**src/rtl/tsi_pkg.sv**
```systemverilog
package tsi_pkg;

    localparam int unsigned WORD_W = 64;
    localparam int unsigned LEN_W  = 32;

    typedef enum logic {
        ST_RUN  = 1'b0,
        ST_HEAD = 1'b1
    } tsi_state_e;

    // a header is owed when a counted word opens a block
    function automatic logic opens_block(input logic accepted,
                                         input logic count_zero,
                                         input logic pass_mode);
        return accepted && count_zero && !pass_mode;
    endfunction

endpackage

```
**src/rtl/tsi_blk_counter.sv**
```systemverilog
module tsi_blk_counter #(
    parameter int unsigned LEN_W = 32
) (
    input  logic             clk,
    input  logic             rst,
    input  logic [LEN_W-1:0] len_in,
    input  logic             step,
    output logic [LEN_W-1:0] len_q,
    output logic             at_start
);

    logic [LEN_W-1:0] cnt;
    logic             len_new;

    assign len_new  = (len_in != len_q);
    assign at_start = (cnt == '0);

    always_ff @(posedge clk) begin
        if (rst) begin
            cnt   <= '0;
            len_q <= '0;
        end else begin
            len_q <= len_in;
            if (len_new) begin
                cnt <= '0;
            end else if (step) begin
                if (cnt == len_q - 1'b1) cnt <= '0;
                else                     cnt <= cnt + 1'b1;
            end
        end
    end

    assert_cnt_range_R2: assert property (@(posedge clk) disable iff (rst)
        (len_q != '0) |-> (cnt < len_q));

    assert_restart_R8: assert property (@(posedge clk) disable iff (rst)
        len_new |=> at_start);

endmodule

```
**src/rtl/tsi_out_stage.sv**
```systemverilog
module tsi_out_stage #(
    parameter int unsigned W = 64
) (
    input  logic         clk,
    input  logic         rst,
    input  logic         load,
    input  logic [W-1:0] load_data,
    input  logic         load_sync,
    input  logic         take,
    output logic         ov,
    output logic [W-1:0] od,
    output logic         osync
);

    always_ff @(posedge clk) begin
        if (rst) begin
            ov    <= 1'b0;
            od    <= '0;
            osync <= 1'b0;
        end else if (load) begin
            ov    <= 1'b1;
            od    <= load_data;
            osync <= load_sync;
        end else if (take) begin
            ov    <= 1'b0;
        end
    end

    assert_hold_R9: assert property (@(posedge clk) disable iff (rst)
        (ov && !take) |=> (ov && $stable(od) && $stable(osync)));

endmodule

```
**src/rtl/rx_ts_header_inserter.sv**
```systemverilog
module rx_ts_header_inserter
    import tsi_pkg::*;
#(
    parameter int unsigned DW = WORD_W,
    parameter int unsigned LW = LEN_W
) (
    input  logic          clk,
    input  logic          rst,
    input  logic [DW-1:0] ts_in,
    input  logic [LW-1:0] blk_len,
    input  logic [DW-1:0] in_data,
    input  logic          in_valid,
    output logic          in_ready,
    output logic [DW-1:0] out_data,
    output logic          out_valid,
    input  logic          out_ready,
    output logic          out_sync
);

    tsi_state_e    st;
    logic [DW-1:0] skid;
    logic [LW-1:0] len_q;
    logic          count_zero;
    logic          pass_mode;
    logic          fire;
    logic          room;
    logic          acc;
    logic          hdr_now;
    logic          load;
    logic [DW-1:0] load_data;
    logic          load_sync;

    assign pass_mode = (len_q == '0);
    assign fire      = out_valid && out_ready;
    assign room      = !out_valid || out_ready;
    assign in_ready  = (st == ST_RUN) && room;
    assign acc       = in_valid && in_ready;
    assign hdr_now   = opens_block(acc, count_zero, pass_mode);

    always_comb begin
        load      = acc;
        load_data = in_data;
        load_sync = pass_mode;
        if (st == ST_HEAD) begin
            load      = fire;
            load_data = skid;
            load_sync = 1'b0;
        end else if (hdr_now) begin
            load_data = ts_in;
            load_sync = 1'b1;
        end
    end

    always_ff @(posedge clk) begin
        if (rst) begin
            st   <= ST_RUN;
            skid <= '0;
        end else begin
            if (hdr_now) begin
                st   <= ST_HEAD;
                skid <= in_data;
            end else if (st == ST_HEAD && fire) begin
                st <= ST_RUN;
            end
        end
    end

    tsi_blk_counter #(.LEN_W(LW)) u_count (
        .clk      (clk),
        .rst      (rst),
        .len_in   (blk_len),
        .step     (acc && !pass_mode),
        .len_q    (len_q),
        .at_start (count_zero)
    );

    tsi_out_stage #(.W(DW)) u_out (
        .clk       (clk),
        .rst       (rst),
        .load      (load),
        .load_data (load_data),
        .load_sync (load_sync),
        .take      (fire),
        .ov        (out_valid),
        .od        (out_data),
        .osync     (out_sync)
    );

    assert_stall_R5: assert property (@(posedge clk) disable iff (rst)
        (st == ST_HEAD) |-> !in_ready);

    assert_hdr_time_R3: assert property (@(posedge clk) disable iff (rst)
        hdr_now |=> (out_valid && out_sync && out_data == $past(ts_in)));

    assert_pass_R7: assert property (@(posedge clk) disable iff (rst)
        (acc && pass_mode) |=> (out_sync && out_data == $past(in_data)));

    assert_first_data_R6: assert property (@(posedge clk) disable iff (rst)
        (st == ST_HEAD && fire) |=> (out_valid && !out_sync && out_data == $past(skid)));

    assert_latency_R10: assert property (@(posedge clk) disable iff (rst)
        acc |=> out_valid);

endmodule

```
**config.mk**
```make
export PLATFORM = sky130hd
export DESIGN_NAME = rx_ts_header_inserter
export DESIGN_NICKNAME = d
export VERILOG_FILES = /design/src/rtl/tsi_pkg.sv /design/src/rtl/tsi_blk_counter.sv /design/src/rtl/tsi_out_stage.sv /design/src/rtl/rx_ts_header_inserter.sv
export SDC_FILE = /design/constraint.sdc
export NUM_CORES = 1
export LEC_CHECK = 0
export BUFFER_PORTS_ARGS = -buffer_cell sky130_fd_sc_hd__buf_2
export CORE_ASPECT_RATIO = 1.25
export CORE_MARGIN = 2
export CORE_UTILIZATION = 55
export CTS_CLUSTER_SIZE = 30
export DETAILED_ROUTE_END_ITERATION = 7
export GPL_ROUTABILITY_DRIVEN = 0
export PLACE_DENSITY_LB_ADDON = 0.05
export SYNTH_ARGS = -nofsm -noshare
export SYNTH_HDL_FRONTEND = slang
export SYNTH_SLANG_ARGS = --single-unit
```
**constraint.sdc**
```tcl
create_clock -name clk -period 4 [get_ports clk]
set_input_delay 0.2 -clock clk [delete_from_list [all_inputs] [get_ports clk]]
set_output_delay 0.2 -clock clk [all_outputs]
set_load 0.02 [all_outputs]
```
==> results of run 1 <==
[state kept, by name (all words and copies together), names as in the netlist]
| register | cells |
|---|---|
| skid | 64 |
| st | 1 |
| u_count.cnt | 32 |
| u_count.len_q | 32 |
| u_out.od | 64 |
| u_out.osync | 1 |
| u_out.ov | 1 |
[kinds of logic after synthesis]
kind of cell	after synthesis	share of synthesized area
flip-flops	195	0.390
buffers and inverters	117	0.0505
adder cells (fa/ha/maj)	3	0.00375
AND/OR/NAND/NOR	546	0.265
XOR/XNOR	98	0.0858
AO/OA/AOI/OAI	207	0.128
multiplexers	68	0.0762
[where the power goes]
group | internal (W) | switching (W) | total, W
clock network | 0.000895 | 0.000845 | 0.00174
registers | 0.00206 | 0.0000949 | 0.00215
logic | 0.000334 | 0.000506 | 0.000840
total | 0.00329 | 0.00145 | 0.00473
[cell usage in the layout (no fill, tap or decap), types with 4 or more instances in the layout]
cell type,Yosys,final
o22ai_1,4,4
or4_1,4,4
nor2b_1,38,37
inv_1,11,11
dfxtp_1,195,194
buf_4,1,14
a31oi_1,67,67
a21oi_1,77,77
mux2_2,15,15
mux2_1,50,50
dlygate4sd3_1,0,26
buf_2,14,229
nor3_1,18,18
nand3_1,77,77
nand2_1,274,274
xnor2_1,55,55
nor4b_1,4,4
nand2b_1,5,4
nor4_1,32,32
xor2_1,43,43
and3_1,14,14
nor2_1,21,20
or3_1,5,5
nand4_1,27,27
inv_6,0,4
clkbuf_16,0,17
a211oi_1,32,32
and4_1,6,6
o21ai_0,11,11
[worst paths after layout]
path	to	slack (ns)	cells past startpoint
worst min register to register	skid[8]	0.45	2
worst max-delay path	u_out.od[63]	0.51	8
worst min-delay path	u_count.len_q[18]	0.008	2
worst max register to register	u_out.od[63]	0.51	8
[cell type report]
class,count,area (sq um)
diodes,2,5.00
clock buffers,18,429
clock inverters,14,170
fillers,1558,5940
inverters,11,41.3
multi-input cells,922,5610
flip-flops and latches,195,3910
well taps,228,285
repair buffers,272,1570
[routing by layer]
| metal | part of all wire | track usage | vias up | wire length (um) |
|---|---|---|---|---|
| li1 | - | - | 4697 | - |
| met3 | 0.062 | 0.0685 | 79 | 1800 |
| met2 | 0.50 | 0.505 | 306 | 14500 |
| met1 | 0.40 | 0.349 | 4530 | 11600 |
| met5 | 0.00045 | 0 | - | 13 |
| met4 | 0.036 | 0.131 | 2 | 1040 |
[synthesized netlist by cell type, types with 21 or more instances]
cell type | number | area share
xnor2_1 | 55 | 0.048
nor2b_1 | 38 | 0.024
nor2_1 | 21 | 0.0079
nand3_1 | 77 | 0.039
dfxtp_1 | 195 | 0.39
a211oi_1 | 32 | 0.024
nand4_1 | 27 | 0.017
clkbuf_1 | 82 | 0.031
nor4_1 | 32 | 0.020
mux2_1 | 50 | 0.056
nand2_1 | 274 | 0.10
a31oi_1 | 67 | 0.042
xor2_1 | 43 | 0.038
a21oi_1 | 77 | 0.039
[through the flow]
stage	setup slack [ns]	total power, W
2_1_floorplan	1.08	0.00272
3_3_place_gp	0.730	0.00300
3_5_place_dp	0.654	0.00301
4_1_cts	0.623	0.00475
5_1_grt	0.438	0.00493
6_report	0.509	0.00473
[what timing repair did]
| item | CTS | global route |
|---|---|---|
| endpoints found under the hold margin | 26 | 0 |
| hold buffers | 26 | 0 |
| resized for setup | 0 | 0 |
==> results by group, run 1 <==
Status
  – Status: completed

Logic synthesis
  – Post-synth top flop: dfxtp_1
  – Mapped Nets: 1401
  – Mean Syn Cell Area: 8.10 sq um
  – Number of flops mapped to enable cells by yosys: 0
  – Count of cell types in the netlist: 55
  – Sequential share of the synthesized area: 0.390
  – Ys async rst share: 0
  – Ys Warns: 0
  – FF+latch count, synth: 195
  – Syn Inst Count: 1234
  – Cell Area, Synth: 10000 sq um

Pwr
  – P_leak: 4.68 nW
  – Power per cell area: 394 nW/um^2
  – VDD IR max: 321 uV

Worst hold path
  – Worst min path class: input pin to flop
  – Critical hold path startpoint: blk_len[18]

Flow run
  – Max-Cap Viols: 0

Timing
  – Period utilisation layout: 0.873
  – Pins Over Slew Limit: 0
  – Min Tclk post-route: 3.49 ns
  – Final setup viols: 0
  – Worst relative slew slack: 0.265
  – Measured slew at the worst slew-check pin: 1.10 ns
  – Fin Hold WS: 0.00825 ns
  – Max Freq: 286 MHz
  – Fin. Hold Viols: 0
  – Worst Skew: 0.0108 ns
  – Fin Setup TNS: 0 ns
  – RSZ-0062 raised after global routing: no

GRT
  – Global route total overflow: 0
  – First-pass GRT wire length: 46500 um
  – Vias in the first global route: 9215
  – Largest net degree at the start of global routing: 129
  – GR Util All Layers: 0.294
  – Initial antenna violation count: 3

Clock tree
  – CTS Buf Count: 17
  – Worst-Skew Late Latency: 0.44 ns
  – CTS Buffer Depth: 2
  – CTS tree: yes
  – Clock sink count: 195
  – Clock-pin slew on the worst setup and hold paths: 0.08 ns
  – Post-CTS setup buffer count: 0
  – Root buffer cell: clkbuf_16
  – H-tree depth: 4

Placement
  – # port buffers: 230
  – Placed cell areas: 11200 sq um
  – DP Cell Count: 1602
  – Final HPWL DP: 19400 um

Critical path
  – Cell mode on critical path: or4_4
  – Setup crit start kind: flop
  – Largest stage delay on the critical path: 0.65 ns
  – Worst Path Buf+Inv: 1
  – Worst Setup SP: u_count.len_q[23]
  – Max stage delay cell, worst path: nor4_4
  – Crit Path Class: flop to flop
  – Worst Setup End Kind: flop
  – Req. time, crit path: 4.28 ns
  – Crit path DAT: 3.77 ns
  – Worst reg2reg path startpoint: u_count.len_q[23]
  – Delay-heaviest family, CP: simple AND/OR/NAND/NOR gates
  – Critical path cell sequence: or4_4 -> or4_4 -> nor4_4 -> nor2b_4 -> buf_12 -> mux2_2 -> o21ai_0 -> a21oi_1
  – Critical-path maximum fanout: 128

Final layout
  – Post-layout utilization of the core: 0.669
  – Share of layout cells above drive strength 1: 0.216
  – Final Non-Filler Cells: 1662
  – Nets: 1586
  – Layout area overhead: 20.2%
  – Design Area, Final: 12000 sq um

Floorplan
  – Starting Density: 0.557
  – Core area: 18000 sq um
  – Chip width: 125 um
  – Cell Rows: 55
  – Die Ht: 155 um
  – Boundary Pins: 231
  – Die area: 19300 sq um

Route
  – Initial DRC count: 833
  – Vias per std cell: 5.78
  – First-pass DRT Iterations: 7
  – DR vias: 9614
  – DRT antenna net count: 0
  – DRC: 0
  – Final wirelength: 29000 um
  – Wire per inst: 17.5 um
No activity file was read; power rests on OpenSTA's default activity.
==> inputs of run 2 (changes only) <==
--- a/config.mk
+++ b/config.mk
@@ -6,9 +6,11 @@
 export NUM_CORES = 1
 export LEC_CHECK = 0
 export BUFFER_PORTS_ARGS = -buffer_cell sky130_fd_sc_hd__buf_2
+export CELL_PAD_IN_SITES_DETAIL_PLACEMENT = 1
+export CELL_PAD_IN_SITES_GLOBAL_PLACEMENT = 2
 export CORE_ASPECT_RATIO = 1.25
 export CORE_MARGIN = 2
-export CORE_UTILIZATION = 55
+export CORE_UTILIZATION = 31
 export CTS_CLUSTER_SIZE = 30
 export DETAILED_ROUTE_END_ITERATION = 7
 export GPL_ROUTABILITY_DRIVEN = 0
==> results by group, run 2 (same netlist as run 1, synthesis figures left out) <==
Clock tree
  – Root buffer cell: clkbuf_16
  – CTS Buf Count: 17
  – CTS Buffer Depth: 2
  – Worst-Skew Late Latency: 0.45 ns
  – Clock-pin slew on the worst setup and hold paths: 0.07 ns
  – H-tree depth: 4
  – Post-cts sizing count: 0
  – CTS tree: yes
  – Clock sink count: 195

Critical path
  – Req. time, crit path: 4.29 ns
  – Worst R2R End: u_out.od[45]
  – Worst Setup End Kind: flop
  – Critical-path maximum fanout: 99
  – R2R cell count: 8
  – R2r setup slk: 0.60 ns
  – Crit path DAT: 3.69 ns
  – Setup crit start kind: flop
  – Worst reg2reg path startpoint: u_count.len_q[23]
  – Crit Path Class: flop to flop

Timing
  – Fin. Hold Viols: 0
  – Min Tclk post-route: 3.40 ns
  – Worst Skew: 0.0138 ns
  – Final WS setup: 0.600 ns
  – Fin Hold WS: 0.0173 ns
  – Fin Setup TNS: 0 ns
  – Measured slew at the worst slew-check pin: 1.07 ns
  – Period utilisation layout: 0.850
  – Max Freq: 294 MHz
  – Pins Over Slew Limit: 0
  – Final setup viols: 0
  – Worst relative slew slack: 0.290
  – RSZ-0062 raised after global routing: no

Floorplan
  – Core area: 31800 sq um
  – Chip width: 165 um
  – Die Ht: 205 um
  – Cell Rows: 73
  – Boundary Pins: 231
  – Starting Density: 0.315
  – Die area: 33700 sq um

Final layout
  – Layout area overhead: 27.3%
  – Top Registers: skid (64), u_out.od (64)
  – Commonest non-fill, non-tap cell in the layout: nand2_1
  – Most frequent cells in the layout: nand2_1 (274), buf_2 (229), dfxtp_1 (194)
  – Nets: 1633
  – Share of layout cells above drive strength 1: 0.217

GRT
  – Initial antenna violation count: 4
  – Global route total overflow: 0
  – First-pass GRT wire length: 57400 um
  – Vias in the first global route: 10300
  – GR Util All Layers: 0.219
  – Largest net degree at the start of global routing: 100

Route
  – Vias per std cell: 5.15
  – Wire per inst: 19.2 um
  – Initial DRC count: 473
  – DRT antenna net count: 0
  – Final wirelength: 36400 um
  – First-pass DRT Iterations: 4
  – DRC: 0
  – DR vias: 9749

Worst hold path
  – Min-Delay Path Depth: 2
  – Critical hold path startpoint: blk_len[21]
  – WHS Endpoint: u_count.len_q[21]
  – Worst min path class: input pin to flop

Flow run
  – Max-Cap Viols: 0

Pwr
  – Power per cell area: 393 nW/um^2
  – Final Total Pwr: 0.00500 W
  – P_leak: 4.92 nW
  – VDD IR max: 235 uV

Placement
  – Pre-CTS WS: 0.595 ns
  – Final HPWL DP: 24900 um
  – # port buffers: 230

Status
  – Status: completed
-- run 2: changes by cell type in the layout (fill, tap and decap cells not counted), sizes merged --
cell / change
dlygate4sd3: +34
buf: +13
bufinv: +4
clkinv: -3
inv: -3
clkbuf: +1
-- run 2: area by class of cell --
cell class,count,area [sq um]
antenna,2,5.00
clock buffer,19,443
clock inverter,12,203
fill,3868,19100
inverter,11,41.3
multi-input combinational,922,5610
sequential,195,3910
tap,412,515
timing repair buffer,319,2010
-- run 2: how the worst max path moves through the flow --
stage                            from  slack [ns]        endpoint
floorplan           u_count.len_q[25]        1.08    u_out.od[61]
global placement       u_count.cnt[9]        0.60     u_out.od[0]
detailed placement     u_count.cnt[9]        0.60     u_out.od[5]
CTS                    u_count.cnt[9]        0.57     u_out.od[8]
global route         u_count.len_q[8]        0.35  u_count.cnt[1]
finish              u_count.len_q[23]        0.60    u_out.od[45]
-- run 2: routing by layer --
metal,wire length [um],global-route usage,share of wire
met3,1500,0.0415,0.041
met4,932,0.0764,0.026
met2,19000,0.397,0.52
met1,14900,0.255,0.41
met5,24,0,0.00066
-- run 2: timing repair --
item,CTS,global route
hold buffers,60,0
hold endpoints to repair,60,0
buffers inserted,0,0
-- run 2: worst max-delay path, cell delays in order, from the launching register on --
cell and delay, ns:
dfxtp_1 0.42, or4_4 0.58, or4_4 0.56, nor4_4 0.44, nor2b_4 0.25, buf_12 0.27
mux2_1 0.42, nand2_1 0.08, a31oi_1 0.08
-- run 2: per-stage QoR --
stage	area, sq um	cells	util
2_1_floorplan	10000	1234	-
3_3_place_gp	11500	1799	0.361
3_5_place_dp	11500	1799	0.361
4_1_cts	12700	1890	0.400
5_1_grt	12700	1891	0.400
6_report	12700	1892	0.401
-- run 2: power by group --
| part | switching (W) | internal [W] |
|---|---|---|
| sequential | 0.0000959 | 0.00206 |
| clock | 0.000812 | 0.00113 |
| combinational | 0.000544 | 0.000360 |
==> inputs of run 3 (changes only) <==
--- a/config.mk
+++ b/config.mk
@@ -10,7 +10,7 @@
 export CELL_PAD_IN_SITES_GLOBAL_PLACEMENT = 2
 export CORE_ASPECT_RATIO = 1.25
 export CORE_MARGIN = 2
-export CORE_UTILIZATION = 31
+export CORE_UTILIZATION = 28
 export CTS_CLUSTER_SIZE = 30
 export DETAILED_ROUTE_END_ITERATION = 7
 export GPL_ROUTABILITY_DRIVEN = 0
==> constraint.sdc (replaced) <==
create_clock -name clk -period 2.84 [get_ports clk]
set_input_delay 0.142 -clock clk [delete_from_list [all_inputs] [get_ports clk]]
set_output_delay 0.142 -clock clk [all_outputs]
set_load 0.02 [all_outputs]
==> results by group, run 3 (same netlist as run 1, synthesis figures left out) <==
Final layout
  – Layout area overhead: 39.4%
  – FF/Latch Area: 3910 sq um
  – Commonest non-fill, non-tap cell in the layout: nand2_1
  – Nets: 1740
  – Design Area, Final: 13900 sq um
  – Most frequent cells in the layout: nand2_1 (274), buf_2 (229), dfxtp_1 (192)
  – Number of fill cells in the layout: 4278
  – Final Non-Filler Cells: 2061
  – Top Registers: skid (64), u_out.od (64)
  – Share of layout cells above drive strength 1: 0.260
  – Multi-input logic area: 5720 sq um

Critical path
  – Req. time, crit path: 3.18 ns
  – Crit Path Class: flop to flop
  – Worst reg2reg path startpoint: u_count.len_q[0]
  – Worst R2R End: u_count.cnt[8]
  – Critical-path maximum fanout: 32
  – Worst Setup End Kind: flop
  – R2R cell count: 9
  – Setup crit start kind: flop
  – Crit path DAT: 3.08 ns
  – R2r setup slk: 0.10 ns

Timing
  – Worst Skew: 0.00996 ns
  – Measured slew at the worst slew-check pin: 0.841 ns
  – Fin. Hold Viols: 0
  – RSZ-0062 raised after global routing: no
  – Max Freq: 365 MHz
  – Min Tclk post-route: 2.74 ns
  – Pins Over Slew Limit: 0
  – Worst relative slew slack: 0.440
  – Final setup viols: 0
  – Period utilisation layout: 0.964

Route
  – DRT antenna net count: 0
  – Final wirelength: 39000 um
  – DRC: 0
  – Initial DRC count: 362
  – Vias per std cell: 4.97
  – First-pass DRT Iterations: 4
  – DR vias: 10200
  – Wire per inst: 18.9 um

GRT
  – Initial antenna violation count: 3
  – Global route total overflow: 0
  – Largest net degree at the start of global routing: 68
  – Vias in the first global route: 11000
  – GR Util All Layers: 0.210
  – First-pass GRT wire length: 61500 um

Worst hold path
  – Critical hold path startpoint: ts_in[62]
  – WHS Endpoint: u_out.od[62]
  – Worst min path class: input pin to flop
  – Min-Delay Path Depth: 4

Clock tree
  – H-tree depth: 4
  – Root buffer cell: clkbuf_16
  – CTS Buffer Depth: 2
  – Clock sink count: 195
  – CTS tree: yes
  – Worst-Skew Late Latency: 0.46 ns
  – CTS Buf Count: 17
  – Clock-pin slew on the worst setup and hold paths: 0.08 ns

Placement
  – DP Cell Count: 1928
  – Final HPWL DP: 27300 um
  – # port buffers: 230
  – Placed cell areas: 12200 sq um

Floorplan
  – Chip width: 173 um
  – Die Ht: 215 um
  – Starting Density: 0.284
  – Die area: 37300 sq um
  – Core area: 35300 sq um
  – Boundary Pins: 231
  – Cell Rows: 77

Pwr
  – Power per cell area: 509 nW/um^2
  – VDD IR max: 428 uV
  – P_leak: 5.48 nW

Flow run
  – Max-Cap Viols: 0

Status
  – Status: completed
## run 3: changes by cell type in the layout (fill, tap and decap cells not counted), sizes merged
cell	before	now
buf	259	328
bufinv	5	3
clkinv	3	6
clkinvlp	1	3
diode	2	1
dlygate4sd3	60	97
inv	14	13
## run 3: metrics by stage
step                      setup slack, ns  hold slack, ns  TNS [ns]  power [W]   util
after global placement           -0.00520           0.380  -0.00520    0.00444  0.346
after CTS                          0.0152          0.0247         0    0.00720  0.391
after detailed placement          -0.0111           0.389   -0.0111    0.00445  0.346
after global routing              0.00192          0.0578         0    0.00746  0.395
after floorplan                   0.00173           0.270         0    0.00384      -
final                               0.102          0.0486         0    0.00710  0.395
## run 3: worst max path at each step
| stage | startpoint | end | slack [ns] | cells past startpoint |
|---|---|---|---|---|
| finish | u_count.len_q[0] | u_count.cnt[8] | 0.10 | 9 |
| global route | u_count.len_q[26] | u_out.od[19] | 0.002 | 9 |
| CTS | u_count.len_q[23] | u_count.cnt[3] | 0.02 | 8 |
| detailed placement | u_count.len_q[0] | u_count.cnt[1] | -0.01 | 9 |
| global placement | u_count.len_q[0] | u_count.cnt[1] | -0.005 | 9 |
| floorplan | u_count.len_q[25] | u_count.cnt[0] | 0.002 | 10 |
## run 3: area by class of cell
class | instances | area share
antenna | 1 | 0.000180
clock inverter | 14 | 0.0129
inverter | 11 | 0.00296
timing repair buffer | 426 | 0.219
multi-input combinational | 922 | 0.410
clock buffer | 18 | 0.0315
tap | 474 | 0.0426
sequential | 195 | 0.280
## run 3: routing by layer
metal	GRT usage	share of wire	wire length (um)	vias to the layer above
met1	0.236	0.41	15900	4992
met3	0.0375	0.039	1510	55
met5	0	0.00077	30	-
li1	-	-	-	4996
met2	0.393	0.53	20700	197
met4	0.0751	0.024	923	4
## run 3: critical path, stage by stage (launching register included)
cell and delay, ns:
dfxtp_1 0.34, buf_4 0.18, or4_4 0.59, o21ai_0 0.24, nand4_1 0.16, nand4b_1 0.23, nor4_1 0.26, and4_1 0.28
buf_12 0.22, a211oi_1 0.10
## run 3: repair_timing
item / CTS / global route
pin swaps: 0 / 5
endpoints found under the setup margin: 4 / 115
hold endpoints to repair: 97 / 0
setup buffers: 0 / 2
resized for setup: 2 / 21
hold buffers: 97 / 0
gates cloned: 0 / 1
## run 3: power breakdown
part           internal (W)  total, W  switching, W
combinational      0.000641   0.00149      0.000847
sequential          0.00290   0.00301      0.000106
clock               0.00142   0.00261       0.00118
total               0.00496   0.00710       0.00214
